`config.mk`:
```
export PLATFORM = sky130hd
export DESIGN_NAME = acc_mid_shifter
export DESIGN_NICKNAME = d
export VERILOG_FILES = /design/src/rtl/acc_shift_pkg.sv /design/src/rtl/op_sequencer.sv /design/src/rtl/shift_core.sv /design/src/rtl/acc_file.sv /design/src/rtl/status_reg.sv /design/src/rtl/acc_mid_shifter.sv
export SDC_FILE = /design/constraint.sdc
export NUM_CORES = 1
export LEC_CHECK = 0
export ABC_AREA = 0
export CAP_MARGIN = 10
export CORE_MARGIN = 4
export CORE_UTILIZATION = 55
export DETAILED_ROUTE_END_ITERATION = 16
export DONT_BUFFER_PORTS = 1
export PLACE_DENSITY = 0.7
export SLEW_MARGIN = 20
export SYNTH_ARGS = -nofsm -noshare
export SYNTH_HDL_FRONTEND = slang
export SYNTH_HIERARCHICAL = 1
export SYNTH_SLANG_ARGS = --single-unit
```
`constraint.sdc`:
```
create_clock -name clk -period 2.8 [get_ports clk]
set_clock_uncertainty 0.05 [all_clocks]
set_input_delay 0.56 -clock clk [delete_from_list [all_inputs] [get_ports clk]]
set_output_delay 0.56 -clock clk [all_outputs]
set_load 0.05 [all_outputs]
```
`src/rtl/acc_shift_pkg.sv`:
```
package acc_shift_pkg;
  // Status word flag positions
  localparam int unsigned FLG_C = 0;
  localparam int unsigned FLG_V = 1;
  localparam int unsigned FLG_Z = 2;
  localparam int unsigned FLG_N = 3;
  localparam int unsigned FLG_L = 6;

  typedef enum logic {
    SEL_A = 1'b0,
    SEL_B = 1'b1
  } acc_sel_e;

  typedef enum logic {
    PH_IDLE = 1'b0,
    PH_EXEC = 1'b1
  } phase_e;

  typedef struct packed {
    acc_sel_e dest;
    logic     lim;
  } op_ctx_t;
endpackage

```
`src/rtl/op_sequencer.sv`:
```
module op_sequencer
  import acc_shift_pkg::*;
(
  input  logic     clk,
  input  logic     rst,
  input  logic     op_valid,
  input  logic     op_dest,
  input  logic     op_limit,
  output logic     op_ready,
  output logic     commit,
  output logic     done,
  output op_ctx_t  ctx_q
);
  phase_e phase_q;
  logic   accept;

  assign op_ready = (phase_q == PH_IDLE);
  assign accept   = op_valid && op_ready;
  assign commit   = (phase_q == PH_EXEC);

  always_ff @(posedge clk) begin
    if (rst) begin
      phase_q    <= PH_IDLE;
      done       <= 1'b0;
      ctx_q.dest <= SEL_A;
      ctx_q.lim  <= 1'b0;
    end else begin
      done <= commit;
      if (accept) begin
        phase_q    <= PH_EXEC;
        ctx_q.dest <= acc_sel_e'(op_dest);
        ctx_q.lim  <= op_limit;
      end else begin
        phase_q <= PH_IDLE;
      end
    end
  end
endmodule

```
`src/rtl/shift_core.sv`:
```
module shift_core
  import acc_shift_pkg::*;
#(
  parameter int unsigned EXT_W = 8,
  parameter int unsigned MID_W = 24,
  parameter int unsigned LOW_W = 24,
  parameter int unsigned SR_W  = 16,
  localparam int unsigned ACC_W = EXT_W + MID_W + LOW_W
) (
  input  logic [ACC_W-1:0] acc_in,
  input  logic [SR_W-1:0]  sr_in,
  input  logic             lim,
  output logic [ACC_W-1:0] acc_out,
  output logic [SR_W-1:0]  sr_out
);
  localparam int unsigned MID_LO = LOW_W;
  localparam int unsigned MID_HI = LOW_W + MID_W - 1;

  logic [MID_W-1:0] mid_in;
  logic [MID_W-1:0] mid_out;

  assign mid_in  = acc_in[MID_HI:MID_LO];
  assign mid_out = {1'b0, mid_in[MID_W-1:1]};

  always_comb begin
    acc_out                = acc_in;
    acc_out[MID_HI:MID_LO] = mid_out;
    sr_out                 = sr_in;
    sr_out[FLG_C]          = mid_in[0];
    sr_out[FLG_V]          = 1'b0;
    sr_out[FLG_Z]          = (mid_out == '0);
    sr_out[FLG_N]          = 1'b0;
    sr_out[FLG_L]          = sr_in[FLG_L] | lim;
  end
endmodule

```
`src/rtl/acc_file.sv`:
```
module acc_file #(
  parameter int unsigned ACC_W = 56,
  parameter int unsigned N_ACC = 2,
  localparam int unsigned SEL_W = (N_ACC > 1) ? $clog2(N_ACC) : 1
) (
  input  logic                        clk,
  input  logic                        rst,
  input  logic [N_ACC-1:0]            ld_en,
  input  logic [N_ACC-1:0][ACC_W-1:0] ld_data,
  input  logic                        wr_en,
  input  logic [SEL_W-1:0]            wr_sel,
  input  logic [ACC_W-1:0]            wr_data,
  input  logic [SEL_W-1:0]            rd_sel,
  output logic [ACC_W-1:0]            rd_data,
  output logic [N_ACC-1:0][ACC_W-1:0] acc_q
);
  for (genvar i = 0; i < N_ACC; i++) begin : g_acc
    always_ff @(posedge clk) begin
      if (rst)
        acc_q[i] <= '0;
      else if (wr_en && (wr_sel == SEL_W'(i)))
        acc_q[i] <= wr_data;
      else if (ld_en[i])
        acc_q[i] <= ld_data[i];
    end
  end

  assign rd_data = acc_q[rd_sel];
endmodule

```
`src/rtl/status_reg.sv`:
```
module status_reg #(
  parameter int unsigned SR_W = 16
) (
  input  logic            clk,
  input  logic            rst,
  input  logic            ld_en,
  input  logic [SR_W-1:0] ld_val,
  input  logic            wr_en,
  input  logic [SR_W-1:0] wr_val,
  output logic [SR_W-1:0] sr_q
);
  always_ff @(posedge clk) begin
    if (rst)        sr_q <= '0;
    else if (wr_en) sr_q <= wr_val;
    else if (ld_en) sr_q <= ld_val;
  end
endmodule

```
`src/rtl/acc_mid_shifter.sv`:
```
module acc_mid_shifter
  import acc_shift_pkg::*;
#(
  parameter int unsigned EXT_W = 8,
  parameter int unsigned MID_W = 24,
  parameter int unsigned LOW_W = 24,
  parameter int unsigned SR_W  = 16,
  localparam int unsigned ACC_W = EXT_W + MID_W + LOW_W
) (
  input  logic             clk,
  input  logic             rst,
  input  logic             op_valid,
  output logic             op_ready,
  input  logic             op_dest,
  input  logic             op_limit,
  output logic             done,
  input  logic             ld_a_en,
  input  logic [ACC_W-1:0] ld_a_val,
  input  logic             ld_b_en,
  input  logic [ACC_W-1:0] ld_b_val,
  input  logic             ld_sr_en,
  input  logic [SR_W-1:0]  ld_sr_val,
  output logic [ACC_W-1:0] acc_a,
  output logic [ACC_W-1:0] acc_b,
  output logic [SR_W-1:0]  sr
);
  localparam int unsigned N_ACC = 2;

  op_ctx_t                     ctx_q;
  acc_sel_e                    dest_q;
  logic                        commit;
  logic [ACC_W-1:0]            operand;
  logic [ACC_W-1:0]            result;
  logic [SR_W-1:0]             sr_next;
  logic [N_ACC-1:0][ACC_W-1:0] acc_q;

  assign dest_q = ctx_q.dest;

  op_sequencer u_seq (
    .clk      (clk),
    .rst      (rst),
    .op_valid (op_valid),
    .op_dest  (op_dest),
    .op_limit (op_limit),
    .op_ready (op_ready),
    .commit   (commit),
    .done     (done),
    .ctx_q    (ctx_q)
  );

  acc_file #(.ACC_W(ACC_W), .N_ACC(N_ACC)) u_accs (
    .clk     (clk),
    .rst     (rst),
    .ld_en   ({ld_b_en, ld_a_en}),
    .ld_data ({ld_b_val, ld_a_val}),
    .wr_en   (commit),
    .wr_sel  (dest_q),
    .wr_data (result),
    .rd_sel  (dest_q),
    .rd_data (operand),
    .acc_q   (acc_q)
  );

  shift_core #(.EXT_W(EXT_W), .MID_W(MID_W), .LOW_W(LOW_W), .SR_W(SR_W)) u_core (
    .acc_in  (operand),
    .sr_in   (sr),
    .lim     (ctx_q.lim),
    .acc_out (result),
    .sr_out  (sr_next)
  );

  status_reg #(.SR_W(SR_W)) u_sr (
    .clk    (clk),
    .rst    (rst),
    .ld_en  (ld_sr_en),
    .ld_val (ld_sr_val),
    .wr_en  (commit),
    .wr_val (sr_next),
    .sr_q   (sr)
  );

  assign acc_a = acc_q[0];
  assign acc_b = acc_q[1];
endmodule

```
-- Word-level counts from Yosys, hierarchy flattened
Cells that the tools add are included.
Widths: inputs -> output; s select.
- register bits after elaboration: 132
- bits of input ports: 136
- output and inout port bits: 130
- logic and storage cells: 35
- magnitude comparators: 1
- multiplexer cells: 9
- bitwise logic cells: 3
- reduce and logical (&&, ||, !) cells: 11
- operator list (operator ; count):
    $mux 56 ; 6
    $logic_not 24->1 ; 1
    $mux 7 ; 2
    $reduce_bool 2->1 ; 3
    $reduce_or 2->1 ; 3
    $logic_and 1x1->1 ; 3
    $lt 1x2->1 const B ; 1
    $not 1->1 ; 2
    $reduce_and 2->1 ; 1
    $mux 1 ; 1
    $or 1x1->1 ; 1

-- Longest topological paths before layout
- depth after elaboration: 4
- gate-level depth with buffers: 8
- depth with buffers taken out: 6

-- Modules after synthesis
Netlist, hierarchy kept.
- by module, submodules not included (module ; times used ; cells each ; area an instance (µm²) ; sequential area each (µm²)):
    acc_file ; 1 ; 572 ; 6124.6 ; 2242.2
    status_reg ; 1 ; 71 ; 805.8 ; 320.3
    shift_core ; 1 ; 81 ; 591.8 ; 0.0
    op_sequencer ; 1 ; 14 ; 148.9 ; 80.1

-- Worst setup path before layout
No wires, ideal clock.
- path kind: register to register
- start point: register u_seq/ctx_q[1] (netlist name)
- end point: register u_sr.sr_q[2]
- setup time: 86 ps
- arrival time: 1883 ps
- data required time: 2664 ps
- slack: 781 ps
- stages on the path, launching flop included: 9
- buffers on the path: 2
- period minus slack after synthesis: 2019 ps
- cell sequence: dfxtp_1 -> buf_2 -> buf_2 -> mux2_2 -> nor4_1 -> nand4_1 -> nor2_1 -> nor2b_1 -> a211oi_1
- word-level cells in the longest chain between the ends: 4
- ends and longest elaborated chain (what ; line ; text):
    $mux 56 (not written as such) (2 in a row) ; acc_file.sv:28 ; assign rd_data = acc_q[rd_sel];
    via operand[37] ; acc_mid_shifter.sv:32 ; logic [ACC_W-1:0] operand;
    $logic_not 24->1 ; shift_core.sv:31 ; sr_out[FLG_Z] = (mid_out == '0);
    via sr_next[2] ; acc_mid_shifter.sv:34 ; logic [SR_W-1:0] sr_next;
    $mux 7 ; status_reg.sv:14 ; else if (wr_en) sr_q <= wr_val;
    end signal: assignment ; status_reg.sv:14 ;
    end signal: assignment ; status_reg.sv:15 ; else if (ld_en) sr_q <= ld_val;
    end: declaration ; status_reg.sv:10 ; output logic [SR_W-1:0] sr_q
The timed path passes the listed nets, and every way through them passes these cells. The select of a mux whose other input is x is not followed.
A chain may end at the register's enable or synchronous reset.

-- Worst setup path after layout
- start point: register u_seq/ctx_q[1] (netlist name)
- end point: register u_sr.sr_q[2]
- word-level cells in the longest chain between the ends: 4
- ends and longest elaborated chain (what ; line):
    $mux 56 (not written as such) (2 in a row) ; acc_file.sv:28
    via operand[33] ; acc_mid_shifter.sv:32
    $logic_not 24->1 ; shift_core.sv:31
    via sr_next[2] ; acc_mid_shifter.sv:34
    $mux 7 ; status_reg.sv:14
The timed path passes the listed nets, and every way through them passes these cells. The select of a mux whose other input is x is not followed.

==> impl_metrics.ini <==
[clock_tree]
cts.repair.resized = 0
cts_tree = done
htree_num_levels = 4
clk_pin_slew_ns = 0.06
clk_latency_ns = 0.41
postCtsSetupBuffers = 0
cts_buffer_depth = 2
numCtsBuffers = 17
cts_root_buf = clkbuf_16
clock-sinks = 132
postCtsHoldBufs = 0

[grt]
grt_usage_pct = 23.07
antenna_found_initial = 0
grt_pass1_vias = 5504
gr-total-overflow = 0
grt_max_degree = 135
grt_pass1_wl_um = 29830

[setup_path]
cp_max_fo = 50
slowest_delay_ns = 0.69
crit_chain = buf_4, mux2_2, nor4_1, nand2_1, nor2_1, nor2b_1, a211oi_1
path_buf_inv = 1
start_kind = register
cp_num_cells = 7
crit_required_ns = 3.08
end_kind = register
critPathLaunch = u_seq/ctx_q[1]
path_class = register to register
r2r_end = u_sr/sr_q[2]
critPathSlowestCell = dfxtp_4
r2r_start = u_seq/ctx_q[1]
cp.arrival_ns = 2.59
critPathTopFamily = flip-flops
endpoint = u_sr/sr_q[2]
r2r_setup_slack_ns = 0.49
worstRegToRegCells = 7

[final_layout]
layout.nets = 760
stdcell_count = 812
fillCellCount = 1179
diodes = 0
stdcell_area_um2 = 7599
drive_gt1_share_pct = 17.14
syn2layout_area_growth_pct = -0.9460

[min_path]
hold_class = primary input to register

[pwr]
power.internal_mw = 3.689
p_per_area_nw_per_um2 = 716.8
p_sw_mw = 1.758
ir_drop_uv = 510.2
p_seq_share_pct = 50.0
sw_frac_of_total_pct = 32.27
leakage_nw = 3.163
clockPowerShare_pct = 39.6
combPwrFrac_pct = 10.4

[floorplanning]
fp.dieH_um = 126.1
die_w_um = 126.1
core_area_um2 = 13450
io_pins = 266
row_count = 42
fp.dieArea_um2 = 15900
start_util_pct = 57.02

[synth]
ys_ff_latch = 132
synth_seq_area_share_pct = 34.45
synth_cells = 738
yosysMostFrequentCell = dfxtp_1
synth_warnings = 6
syn_avg_cell_area_um2 = 10.39
synth_top_area_share_pct = 34.45
synth_common_cells = 132 x dfxtp_1, 128 x mux2i_1, 118 x a211oi_1
ys_top_cells_by_area = dfxtp_1 34%, mux2i_1 17%, a211oi_1 12%
synth_top_area_cell = dfxtp_1
postSynth.asyncResetShare_pct = 0
ys_types = 29
synth_ff_type = dfxtp_1
synth_edf_count = 0
syn_area_um2 = 7671

[timing]
fmax_mhz = 432.5
report.final.slew_viol_count = 0
rsz0062_at_grt = false
setup_viol = 0
fin_tns_setup_ns = 0
tightest_slew_ns = 0.6627
relSlewSlack_pct = 55.77
period_share_pct = 82.58
period_needed_ns = 2.312
finalHoldViolCount = 0

[run]
cap_violations = 0

[run_status]
status = complete, no violations

[placed_design]
dp_hpwl_um = 12390
dp_cells = 781
routabilityCongestion = 0.8181
post_dp_cell_area_um2 = 7030
io_buffers = 0

[route]
wl_per_cell_um = 23.57
drc = 0
routed_via_density = 6.437
drt-total-wl_um = 19140
ant_nets = 0
vias = 5227
drtPass1Iterations = 4
drtIter0Drc = 262
==> state kept, by name, indices dropped and copies added (netlist names) <==
signal,flops
u_sr/sr_q,16
u_accs/acc_q,112
u_seq/commit,1
u_seq/done,1
u_seq/ctx_q,2
==> area by class of cell <==
class                   count  area, µm²  share of cell area, %
repair buffers              7      65.06                 0.8562
flip-flops and latches    132       2650                  34.88
multi-input cells         464       4088                  53.80
clock buffers              21      460.4                  6.060
clock inverters            10      107.6                  1.416
inverters                   2      7.507                0.09880
well taps                 176      220.2                  2.898
==> worst reg2reg max path, cell delays in order (launching register included) <==
cell	delay (ns)
dfxtp_4	0.69
buf_4	0.35
mux2_2	0.39
nor4_1	0.28
nand2_1	0.10
nor2_1	0.11
nor2b_1	0.06
a211oi_1	0.20
==> per-layer routing <==
layer	GRT usage, %	vias up	share of wire (%)
li1	-	2451	-
met1	26.95	2517	41
met2	38.00	218	48
met3	8.679	41	8.0
met4	9.779	0	2.4
met5	0	-	0
==> through the flow <==
| stage | power (mW) | util, % | hold slack [ns] | setup WS (ns) |
|---|---|---|---|---|
| 2_1_floorplan | 3.393 | - | 0.3870 | 0.7815 |
| 3_3_place_gp | 3.301 | 52.26 | 0.4066 | 0.6052 |
| 3_5_place_dp | 3.327 | 52.26 | 0.4064 | 0.5246 |
| 4_1_cts | 5.498 | 56.48 | 0.1414 | 0.5159 |
| 5_1_grt | 5.651 | 56.48 | 0.1400 | 0.3262 |
| 6_report | 5.447 | 56.48 | 0.1774 | 0.4877 |
==> cells in the final DEF (no fill, tap or decap), drive strengths merged <==
cell      synthesis  layout
conb              1       3
nand4             1       1
clkinvlp          0       3
clkbuf           25      21
nor3b            56      56
clkinv            0       5
or2               1       1
buf             117       7
o21ai             2       2
and2b             1       1
nor4              5       5
mux2             56      56
nor2              2       2
nor3              1       1
dfxtp           132     132
and3b            56      56
mux2i           128     128
inv               2       2
a211oi          128     128
bufinv            0       2
nand2             2       2
nand4bb           2       2
nand2b            3       3
nor2b            17      17
==> how the worst min path moves through the flow <==
stage	start	slack, ns	to	cells past startpoint
finish	rst	0.18	u_accs/acc_q[70]	1
global route	rst	0.14	u_sr/sr_q[7]	1
CTS	rst	0.14	u_accs/acc_q[70]	1
detailed placement	u_seq/ctx_q[0]	0.41	u_seq/ctx_q[0]	2
global placement	u_seq/ctx_q[0]	0.41	u_seq/ctx_q[0]	2
floorplan	u_seq/ctx_q[0]	0.39	u_seq/ctx_q[0]	2
==> cell families (layout without fill, tap and decap cells) <==
family	after synthesis	in the layout	share of synthesized area [%]
other	1	3	0.04888
flip-flops	132	132	34.45
AND/OR/NAND/NOR	147	147	14.84
multiplexers	184	184	24.92
buffers and inverters	144	40	12.43
AO/OA/AOI/OAI	130	130	13.31
==> power groups by stage <==
stage / combinational (mW) / sequential (mW) / clock, mW
final: 0.567 / 2.72 / 2.16
after global routing: 0.620 / 2.74 / 2.29
after CTS: 0.568 / 2.73 / 2.20
after detailed placement: 0.561 / 2.77 / 0
after global placement: 0.540 / 2.76 / 0
after floorplan: 0.709 / 2.68 / 0
Power figures use the tool's default switching activity.
